**src/rtl/irq_router_pkg.sv**
```systemverilog
package irq_router_pkg;

    localparam int NSRC     = 5;
    localparam int PEND_W   = 8;
    localparam int IDX_W    = $clog2(PEND_W);
    localparam int IPL_W    = 3;
    localparam int VEC_W    = 8;
    localparam int VEC_BASE = 25;

    localparam int SRC_PIA_A = 0;
    localparam int SRC_PIA_B = 1;
    localparam int SRC_ETH   = 2;
    localparam int SRC_SER   = 3;
    localparam int SRC_NMI   = 4;

    typedef struct packed {
        logic [NSRC-1:0]   last;
        logic [PEND_W-1:0] pend;
        logic              slot;
        logic [IPL_W-1:0]  ipl;
        logic [VEC_W-1:0]  vec;
    } route_state_t;

    // Pending bit chosen for a source under a given table.
    function automatic logic [IDX_W-1:0] route_bit(input logic classic, input int src);
        logic [IDX_W-1:0] b;
        b = '0;
        case (src)
            SRC_PIA_A: b = classic ? IDX_W'(0) : IDX_W'(5);
            SRC_PIA_B: b = IDX_W'(1);
            SRC_ETH:   b = IDX_W'(2);
            SRC_SER:   b = IDX_W'(3);
            SRC_NMI:   b = IDX_W'(6);
            default:   b = '0;
        endcase
        return b;
    endfunction

endpackage

```
**src/rtl/irq_sync.sv**
```systemverilog
module irq_sync #(
    parameter int WIDTH  = 1,
    parameter int STAGES = 2
) (
    input  logic             clk,
    input  logic             rst_n,
    input  logic [WIDTH-1:0] async_i,
    output logic [WIDTH-1:0] sync_o
);

    logic [WIDTH-1:0] stage_q [STAGES];
    logic [WIDTH-1:0] stage_d [STAGES];

    generate
        for (genvar s = 0; s < STAGES; s++) begin : g_stage
            if (s == 0) begin : g_first
                assign stage_d[s] = async_i;
            end else begin : g_next
                assign stage_d[s] = stage_q[s-1];
            end
            always_ff @(posedge clk or negedge rst_n) begin
                if (!rst_n) stage_q[s] <= '0;
                else        stage_q[s] <= stage_d[s];
            end
        end
    endgenerate

    assign sync_o = stage_q[STAGES-1];

endmodule

```
**src/rtl/nmi_stretch.sv**
```systemverilog
module nmi_stretch #(
    parameter int HOLD_CYCLES = 5_000_000,
    localparam int CNT_W = $clog2(HOLD_CYCLES + 1)
) (
    input  logic             clk,
    input  logic             rst_n,
    input  logic             btn_i,
    output logic             hold_o,
    output logic             rise_o,
    output logic [CNT_W-1:0] cnt_o
);

    localparam logic [CNT_W-1:0] LOAD = CNT_W'(HOLD_CYCLES);

    typedef struct packed {
        logic             btn_prev;
        logic [CNT_W-1:0] cnt;
    } stretch_t;

    stretch_t st_d, st_q;

    always_comb begin
        st_d          = st_q;
        st_d.btn_prev = btn_i;
        rise_o        = btn_i & ~st_q.btn_prev;
        if (rise_o) begin
            st_d.cnt = LOAD;
        end else if (st_q.cnt != '0) begin
            st_d.cnt = st_q.cnt - 1'b1;
        end
    end

    always_ff @(posedge clk or negedge rst_n) begin
        if (!rst_n) st_q <= '0;
        else        st_q <= st_d;
    end

    assign hold_o = (st_q.cnt != '0);
    assign cnt_o  = st_q.cnt;

endmodule

```
**src/rtl/prio_enc.sv**
```systemverilog
module prio_enc #(
    parameter int WIDTH = 8,
    localparam int IDX_W = $clog2(WIDTH)
) (
    input  logic [WIDTH-1:0] req_i,
    output logic             found_o,
    output logic [IDX_W-1:0] idx_o
);

    always_comb begin
        found_o = 1'b0;
        idx_o   = '0;
        for (int i = 0; i < WIDTH; i++) begin
            if (req_i[i]) begin
                found_o = 1'b1;
                idx_o   = IDX_W'(i);
            end
        end
    end

endmodule

```
**src/rtl/irq_router.sv**
```systemverilog
module irq_router
    import irq_router_pkg::*;
#(
    parameter int HOLD_CYCLES = 5_000_000,
    parameter int SYNC_STAGES = 2,
    localparam int CNT_W  = $clog2(HOLD_CYCLES + 1),
    localparam int NSYNC  = NSRC + 2
) (
    input  logic             clk,
    input  logic             rst_n,
    input  logic             mode_classic_i,
    input  logic             pia_a_irq_i,
    input  logic             pia_b_irq_i,
    input  logic             eth_irq_i,
    input  logic             ser_irq_i,
    input  logic             nmi_irq_i,
    input  logic             nmi_btn_i,
    output logic [IPL_W-1:0] ipl_o,
    output logic [VEC_W-1:0] vec_o,
    output logic             slot_irq_o
);

    logic [NSYNC-1:0] raw_in, syn;
    logic             mode_s, btn_s, hold_act, btn_rise;
    logic [CNT_W-1:0] hold_cnt;
    logic [NSRC-1:0]  src;
    logic             enc_found;
    logic [IDX_W-1:0] enc_idx;

    route_state_t state_d, state_q;

    assign raw_in = {nmi_btn_i, mode_classic_i, nmi_irq_i, ser_irq_i,
                     eth_irq_i, pia_b_irq_i, pia_a_irq_i};

    irq_sync #(.WIDTH(NSYNC), .STAGES(SYNC_STAGES)) u_sync (
        .clk     (clk),
        .rst_n   (rst_n),
        .async_i (raw_in),
        .sync_o  (syn)
    );

    assign mode_s = syn[NSRC];
    assign btn_s  = syn[NSRC+1];

    nmi_stretch #(.HOLD_CYCLES(HOLD_CYCLES)) u_stretch (
        .clk    (clk),
        .rst_n  (rst_n),
        .btn_i  (btn_s),
        .hold_o (hold_act),
        .rise_o (btn_rise),
        .cnt_o  (hold_cnt)
    );

    always_comb begin
        src          = syn[NSRC-1:0];
        src[SRC_NMI] = syn[SRC_NMI] | hold_act;
    end

    prio_enc #(.WIDTH(PEND_W)) u_enc (
        .req_i   (state_q.pend),
        .found_o (enc_found),
        .idx_o   (enc_idx)
    );

    always_comb begin
        state_d      = state_q;
        state_d.last = src;
        for (int i = 0; i < NSRC; i++) begin
            if (src[i] != state_q.last[i]) begin
                if (mode_s && (i == SRC_ETH)) begin
                    state_d.slot = src[i];
                end else begin
                    state_d.pend[route_bit(mode_s, i)] = src[i];
                end
            end
        end
        if (enc_found) begin
            state_d.ipl = IPL_W'(32'(enc_idx) + 1);
            state_d.vec = VEC_W'(32'(enc_idx) + VEC_BASE);
        end else begin
            state_d.ipl = '0;
            state_d.vec = '0;
        end
    end

    always_ff @(posedge clk or negedge rst_n) begin
        if (!rst_n) state_q <= '0;
        else        state_q <= state_d;
    end

    assign ipl_o      = state_q.ipl;
    assign vec_o      = state_q.vec;
    assign slot_irq_o = state_q.slot;

endmodule

```
**config.mk**
```make
export PLATFORM = sky130hd
export DESIGN_NAME = irq_router
export DESIGN_NICKNAME = d
export VERILOG_FILES = /design/src/rtl/irq_router_pkg.sv /design/src/rtl/irq_sync.sv /design/src/rtl/nmi_stretch.sv /design/src/rtl/prio_enc.sv /design/src/rtl/irq_router.sv
export SDC_FILE = /design/constraint.sdc
export NUM_CORES = 1
export LEC_CHECK = 0
export ABC_AREA = 1
export BUFFER_PORTS_ARGS = -buffer_cell sky130_fd_sc_hd__buf_2
export CORE_AREA = 2 2 107 109
export CTS_BUF_LIST = sky130_fd_sc_hd__clkbuf_8
export DETAILED_ROUTE_END_ITERATION = 10
export DIE_AREA = 0 0 109 111
export PLACE_DENSITY_LB_ADDON = 0.15
export SYNTH_ARGS = -nofsm -noshare
export SYNTH_HDL_FRONTEND = slang
export SYNTH_SLANG_ARGS = --single-unit
```
**constraint.sdc**
```tcl
create_clock -name clk -period 5.48 [get_ports clk]
set_input_delay 0.822 -clock clk [delete_from_list [all_inputs] [get_ports clk]]
set_output_delay 0.822 -clock clk [all_outputs]
set_load 0.005 [all_outputs]
```
Word level (Yosys, flattened, before mapping). Cells that the tools add are included.

Add/subtract/negate cells: 3. Multiply operators: 0. Div/mod/pow operators: 0. Magnitude comparators: 10. Equality and inequality tests: 5. Shift operators: 0. Multiplexer cells: 47. Bitwise logic cells: 3. Reductions and logical operators: 8.

Operators by type and width (number): two-way mux 23 bit (2); bitwise mux 8 bit (5); two-way mux 8 bit (5); two-way mux 3 bit (11); nonzero test 23 bit (1); subtractor 23 x 1 -> 23 bit (second input constant) (1); less-than comparator 3 x 4 -> 1 bit (second input constant) (5); demux 1 bit (select 3 bit) (5); >= comparator 3 x 1 -> 1 bit (second input constant) (5); two-way mux 1 bit (15); two-way mux 11 bit (1); two-way mux 9 bit (1); adder 3 x 5 -> 6 bit (second input constant) (1); logical AND 1 bit (5); inequality test 1 bit (5); two-way mux 2 bit (2); adder 3 x 1 -> 3 bit (second input constant) (1); AND reduction 2 bit (1); nonzero test 2 bit (1); AND 1 bit (1); NOT 1 bit (1); bitwise OR 1 bit (1).

Register bits after elaboration: 63. Latch bits: 0. RAM bits: 0. Bits in read-only memories: 0. Input port bits: 9. Output and inout bits: 12. Memories: 0.

Depth between registers and ports, before layout. Gate-level depths: netlist of run 1.

Depth in word-level cells: 17. Mapped depth: 10. Gate-level depth less buffers: 9.

By module. Synthesis of run 1 repeated with hierarchy kept, for this count alone.

Cells, all modules: 334. Area total of the unflattened synthesis: 2831.5 um2.

By module, submodules not included: nmi_stretch (times used 1, cells an instance 224, area each 1650.3 um2); irq_router (times used 1, cells an instance 76, area each 753.2 um2); irq_sync (times used 1, cells an instance 14, area each 350.3 um2); prio_enc (times used 1, cells an instance 20, area each 77.6 um2).

Least setup slack after synthesis of run 1. OpenSTA, ideal clock, no wires.

Path kind: reg2reg. From: reg u_stretch.st_q, in the netlist u_stretch.cnt_o[0]. To: reg state_q[18] in the netlist's numbering. Arrival time: 1768 ps. Required time: 5357 ps. Path slack: 3589 ps. Cell stages (with the launch flop): 11. Buffers on the path: 1. Cell sequence: dfrtp_1 > inv_1 > ha_1 > nand2_2 > nor2_4 > nand3_4 > buf_6 > or2_1 > ha_1 > nor2_1 > a21oi_1.

Longest elaborated chain between the ends: 4.

RTL lines: start: declaration (line nmi_stretch.sv:20) `stretch_t st_d, st_q;`; start signal: assignment (line nmi_stretch.sv:35) `else st_q <= st_d;`; nonzero test 23 bit * (line nmi_stretch.sv:38) `assign hold_o = (st_q.cnt != '0);`; bitwise OR 1 bit * (line irq_router.sv:56) `src[SRC_NMI] = syn[SRC_NMI] | hold_act;`; net src[4] (line irq_router.sv:26) `logic [NSRC-1:0] src;`; bitwise mux 8 bit or inequality test 1 bit (tied branches) (line irq_router.sv:73, irq_router.sv:69); two-way mux 8 bit * (line irq_router.sv:69) `if (src[i] != state_q.last[i]) begin`; end signal: assignment (line irq_router.sv:88) `else state_q <= state_d;`; end: declaration (line irq_router.sv:30) `route_state_t state_d, state_q;`.

Mark *: on every way through the listed nets, which the timed path passes. The rest lies on a longest branch. A chain may end at the register's enable or synchronous reset.

Worst setup path after layout of run 1. Same ends and word-level chain as after synthesis.

==> results.json, run 1 <==
{
  "start_kind": "flop",
  "pin_count": 21,
  "maxSlewHeadroom_pct": 50.98,
  "end_kind": "flop",
  "die_w_um": 109,
  "maxCapViolations": 0,
  "gp_congestion": 0.8067,
  "power.density_nw_per_um2": 320.4,
  "grt_max_degree": 57,
  "outcome": "finished, final reports clean",
  "setup-violations-final": 0,
  "portBuffers": 18,
  "synth.avg_cell_area_um2": 8.870,
  "maxClockFrequency_ghz": 0.4978,
  "cts_resized": 0,
  "crit_fanout": 12,
  "syn-instance-count": 292,
  "worstPathCellList": "inv_1, ha_1, nand2_2, nor2_4, nand3_4, or2_1, ha_1, nor2_1, a21oi_1",
  "fin_total_pwr_mw": 0.9153,
  "slew_violations": 0,
  "rsz0062_at_grt": "false",
  "setup_tns_ns": 0,
  "crit_buf_inv": 1,
  "coreArea_um2": 11080,
  "worst_path_most_repeated_cell": "ha_1",
  "antenna_cells": 0,
  "clkSlewWorstSetupHoldPaths_ns": 0.11,
  "fin_crit_sh_pct": 36.65,
  "tightest_slew_ns": 0.7352,
  "vias": 1768,
  "ys_top_cells_by_count": "dfrtp_1, nand2_1, nor2_1",
  "synth_area_leader_cell": "dfrtp_1",
  "synth-async-reset-ratio_pct": 100.0,
  "fin_cells": 450,
  "die_h_um": 111,
  "synthTopCellsByArea": "dfrtp_1, nand2_1, nor2_1",
  "grt_util_met2_pct": 14.49,
  "ant_nets": 0,
  "numCtsBuffers": 5,
  "peakVddDrop_mv": 0.1147,
  "period_needed_ns": 2.009,
  "synth_top_flop_cell": "dfrtp_1",
  "h-tree-depth": 2,
  "ys_seq_elements": 56,
  "grtUsageTotal_pct": 9.543,
  "final_nets": 319,
  "grt_use_met3_pct": 1.764,
  "slowest_delay_ns": 0.40,
  "synth_edf_count": 0,
  "cts_setup_buffers": 0,
  "yosys_warnings": 0,
  "crit_family": "simple AND/OR/NAND/NOR gates",
  "clockBufferDepth": 2,
  "fillers": 1171,
  "multi_input_area_um2": 940.9,
  "grt-busiest-layer": "met2",
  "critPathArrivalTime_ns": 2.22,
  "routed_wl_um": 5015,
  "post-dp-hpwl_um": 3552,
  "area_delta_synth_final_pct": 10.29,
  "hold_class": "reg2reg",
  "die-area_um2": 12100,
  "drive_gt1_share_pct": 15.96,
  "p_leak_nw": 1.341,
  "finish.utilization_pct": 25.79,
  "cts_tree": "built",
  "fin_skew_ns": 0.007753,
  "grt_use_met1_pct": 13.40,
  "worstSkewPairLatency_ns": 0.32,
  "slowest_stage": "dfrtp_1",
  "drc": 0,
  "grt_pass1_vias": 1798,
  "path_class": "reg2reg",
  "yosysTopAreaCellShare_pct": 54.11,
  "syn_area_um2": 2590,
  "via_per_inst": 3.929,
  "grt-ovfl-total": 0,
  "cp.required_ns": 5.69,
  "cts_hold_buf": 0,
  "seq_area_um2": 1401,
  "grt_pass1_wl_um": 8997,
  "drtPass1Iterations": 4,
  "wl_per_cell_um": 11.14,
  "cts_root_buf": "clkbuf_8",
  "dp.cells": 442,
  "hold_viol": 0,
  "core.rowCount": 39,
  "start_util_pct": 23.38,
  "clock_sinks": 56,
  "antenna_found_initial": 0,
  "yosysSeqAreaShare_pct": 54.11,
  "yosysMostFrequentCell": "dfrtp_1",
  "dr.first_iter.drc_count": 52,
  "synth_cell_types": 32
}
[worst reg2reg max path, delay by kind of cell, from the launching register on]
kind,cells,cell delay (ns)
flops,1,0.40
buf+inv,1,0.08
compound gates,1,0.04
simple gates,5,0.85
fa+ha+maj,2,0.54
[power breakdown]
part | switching [mW] | internal (mW)
Combinational | 0.111 | 0.0724
Clock | 0.144 | 0.0921
Sequential | 0.0370 | 0.459
[per-stage QoR]
| step | area [µm²] | hold WS (ns) | worst slack [ns] |
|---|---|---|---|
| after floorplan | 2597 | 0.3312 | 3.589 |
| after global placement | 2765 | 0.3332 | 3.523 |
| after detailed placement | 2765 | 0.3347 | 3.464 |
| after CTS | 2856 | 0.3611 | 3.448 |
| after global routing | 2856 | 0.3680 | 3.330 |
| final | 2856 | 0.3581 | 3.471 |
[cells by family after synthesis]
family | after synthesis | synth area share [%]
buf+inv | 53 | 9.855
fa+ha+maj | 4 | 1.932
other cells | 1 | 0.1448
simple gates | 149 | 26.86
xor+xnor | 4 | 1.353
flops | 56 | 54.11
compound gates | 24 | 5.314
mux | 1 | 0.4348
[placed cells by master (no fill, tap or decap)]
cell type  Yosys  routed
o21ai_0       11      11
ha_1           4       4
clkinv_4       0       1
inv_6          0       1
o31ai_1        1       1
xor2_1         2       2
inv_1         38      38
clkbuf_8       0       5
o21a_1         1       1
buf_2          0      18
xnor2_1        2       2
clkinv_2       0       1
nand3b_1       1       1
nand2_2        3       3
nand3_4        1       1
dfrtp_1       56      56
a21o_2         1       1
o211ai_1       1       1
buf_4         11       1
nor2_2         7       7
nor2_4         4       4
nand4_1        6       6
nand2_1       51      51
mux2_2         1       1
and2_1         1       1
nor3_1         1       1
nor2_1        43      43
a21oi_1        7       7
clkinv_1       1       1
nand3_1       26      26
conb_1         1       3
o21ai_2        1       1
or2_2          4       4
a21o_1         1       1
or2_1          1       1
[registers in the layout (all words and copies together) (netlist names)]
name	flops
ipl_o	2
slot_irq_o	1
state_q	11
u_stretch.cnt_o	23
u_stretch.st_q	1
u_sync.stage_d	7
u_sync.sync_o	7
vec_o	4
[routing by layer]
metal  wire length, µm  vias to the layer above  part of all wire, %
li1                  -                      934                    -
met1              2606                      807                   52
met2              2190                       22                   44
met3               122                        5                  2.4
met4                95                        0                  1.9
met5                 0                        -                    0
[final timing paths]
kind,slack [ns],start,to,cells past startpoint
setup reg to reg,3.47,u_stretch.cnt_o[0],state_q[18],9
min in group asynchronous,0.62,rst_n,u_stretch.cnt_o[21],2
max in group asynchronous,4.35,rst_n,state_q[17],2
hold reg to reg,0.36,u_sync.stage_d[2],u_sync.sync_o[2],0
setup / recovery,3.47,u_stretch.cnt_o[0],state_q[18],9
hold / removal,0.36,u_sync.stage_d[2],u_sync.sync_o[2],0
[final cells by class]
cell class              instances  share of cell area [%]
flip-flops and latches         56                   49.06
multi-input cells             185                   32.94
well taps                     143                   6.264
inverters                      39                   5.125
repair buffers                 19                   3.417
clock buffers                   5                   2.409
clock inverters                 3                  0.7884
No activity file was read; power rests on OpenSTA's default activity.
==> run 2, diff against run 1 <==
clock period = 1.9 ns   (was 5.48 ns; I/O delays follow)
==> run 2 against run 1 <==
Against the previous run: clock power grew to 2.8 times the previous value; flip-flop and latch count is the same; register-to-register slack lost 3.3 ns; setup slack lost 3.3 ns; die area is the same; utilization grew 0.99 points; final area grew 3.9%; hold slack lost 0.29 ns; critical path depth shrank 1; critical endpoint unchanged; largest power group unchanged.
==> results.json, run 2 (synthesis results as in run 1) <==
{
  "outcome": "finished, final reports clean",
  "dr.first_iter.drc_count": 74,
  "grtUsageTotal_pct": 9.760,
  "grt_pass1_vias": 1825,
  "power_switching_mw": 0.8404,
  "slew_violations": 0,
  "antenna_found_initial": 0,
  "rsz0062_at_grt": "false",
  "routed_wl_um": 5271,
  "gp_congestion": 0.7993,
  "peakVddDrop_mv": 0.2733,
  "fin_crit_sh_pct": 90.96,
  "setup_tns_ns": 0,
  "fin_cells": 462,
  "start_kind": "flop",
  "power_frac_seq_pct": 53.7,
  "clockBufferDepth": 2,
  "core.rowCount": 39,
  "maxClockFrequency_ghz": 0.5786,
  "path_class": "reg2reg",
  "maxCapViolations": 0,
  "hold_class": "in2reg",
  "p_sw_share_pct": 31.66,
  "crit_fanout": 4,
  "dp.cells": 453,
  "hold_viol": 0,
  "clkSlewWorstSetupHoldPaths_ns": 0.10,
  "area_delta_synth_final_pct": 14.54,
  "portBuffers": 18,
  "largest_register_ffs": 23,
  "die-area_um2": 12100,
  "power.density_nw_per_um2": 894.9,
  "critPathArrivalTime_ns": 1.94,
  "final_common_cell": "dfrtp_1",
  "final_cell_mix": "dfrtp_1, nand2_1, nor2_1",
  "vias": 1832,
  "worstSkewPairLatency_ns": 0.32,
  "grt-ovfl-total": 0,
  "internal_power_mw": 1.814,
  "coreArea_um2": 11080,
  "finish.utilization_pct": 26.78,
  "final_nets": 331,
  "ant_nets": 0,
  "grt_pass1_wl_um": 9135,
  "grt_max_degree": 57,
  "period_needed_ns": 1.728,
  "post-dp-hpwl_um": 3860,
  "cts_setup_buffers": 0,
  "cp.required_ns": 2.11,
  "cts_root_buf": "clkbuf_8",
  "numCtsBuffers": 5,
  "setup-violations-final": 0,
  "h-tree-depth": 2,
  "via_per_inst": 3.965,
  "clock_power_share_pct": 24.9,
  "clock_sinks": 56,
  "drc": 0,
  "die_w_um": 109,
  "fillers": 1205,
  "antenna_cells": 0,
  "cts_tree": "built",
  "hold_ws_ns": 0.06589,
  "end_kind": "flop",
  "start_util_pct": 23.38,
  "pin_count": 21,
  "drtPass1Iterations": 4,
  "wl_per_cell_um": 11.41,
  "p_leak_nw": 1.397,
  "fin_skew_ns": 0.006962,
  "power_frac_comb_pct": 21.4,
  "drive_gt1_share_pct": 19.44,
  "die_h_um": 111
}
[run 2: worst paths after layout]
kind	end	slack [ns]	cells after the start	from
max	state_q[18]	0.17	8	u_stretch.cnt_o[12]
min reg2reg	u_sync.sync_o[2]	0.36	0	u_sync.stage_d[2]
min	u_sync.stage_d[3]	0.07	1	ser_irq_i
max reg2reg	state_q[18]	0.17	8	u_stretch.cnt_o[12]
max in group asynchronous	u_stretch.cnt_o[6]	1.13	3	rst_n
min in group asynchronous	u_stretch.cnt_o[22]	0.47	3	rst_n
[run 2: cell type report]
class	instances	area [µm²]	area share, %
timing repair buffer	31	202.7	6.833
multi-input combinational	185	948.4	31.97
tap	143	178.9	6.031
clock buffer	5	68.82	2.320
clock inverter	3	20.02	0.6748
sequential	56	1401	47.24
inverter	39	146.4	4.935
[run 2: power groups by stage]
stage	clock network [mW]	logic (mW)	registers (mW)
after detailed placement	0	0.572	1.45
after floorplan	0	0.436	1.43
after global placement	0	0.571	1.45
after CTS	0.722	0.577	1.43
final	0.662	0.568	1.42
after global routing	0.755	0.662	1.45
[run 2: worst max-delay path, cell delays in order, from the launching register on]
cell     delay, ns
dfrtp_1       0.43
nor2_1        0.15
nand2_1       0.12
nor2_4        0.16
nand3_4       0.10
or2_1         0.23
ha_1          0.29
nor2_1        0.09
a21oi_1       0.04
[run 2: routing by layer]
layer,GRT usage (%),routed length [µm],up-vias
li1,-,-,956
met1,13.68,2697,850
met2,14.49,2365,18
met3,2.058,113,8
met4,4.017,95,0
met5,0,0,-
[run 2: through the flow]
step	power, mW	setup WS, ns	area [µm²]
after global placement	2.021	0.1549	2860
final	2.655	0.1718	2967
after CTS	2.728	0.1453	2959
after global routing	2.863	0.009668	2967
after detailed placement	2.025	0.1547	2860
after floorplan	1.868	0.008964	2597
[run 2: repair_timing]
item / CTS / global route
resized for setup: 0 / 3
hold buffers: 1 / 0
endpoints found under the setup margin: 0 / 1
hold endpoints to repair: 56 / 0
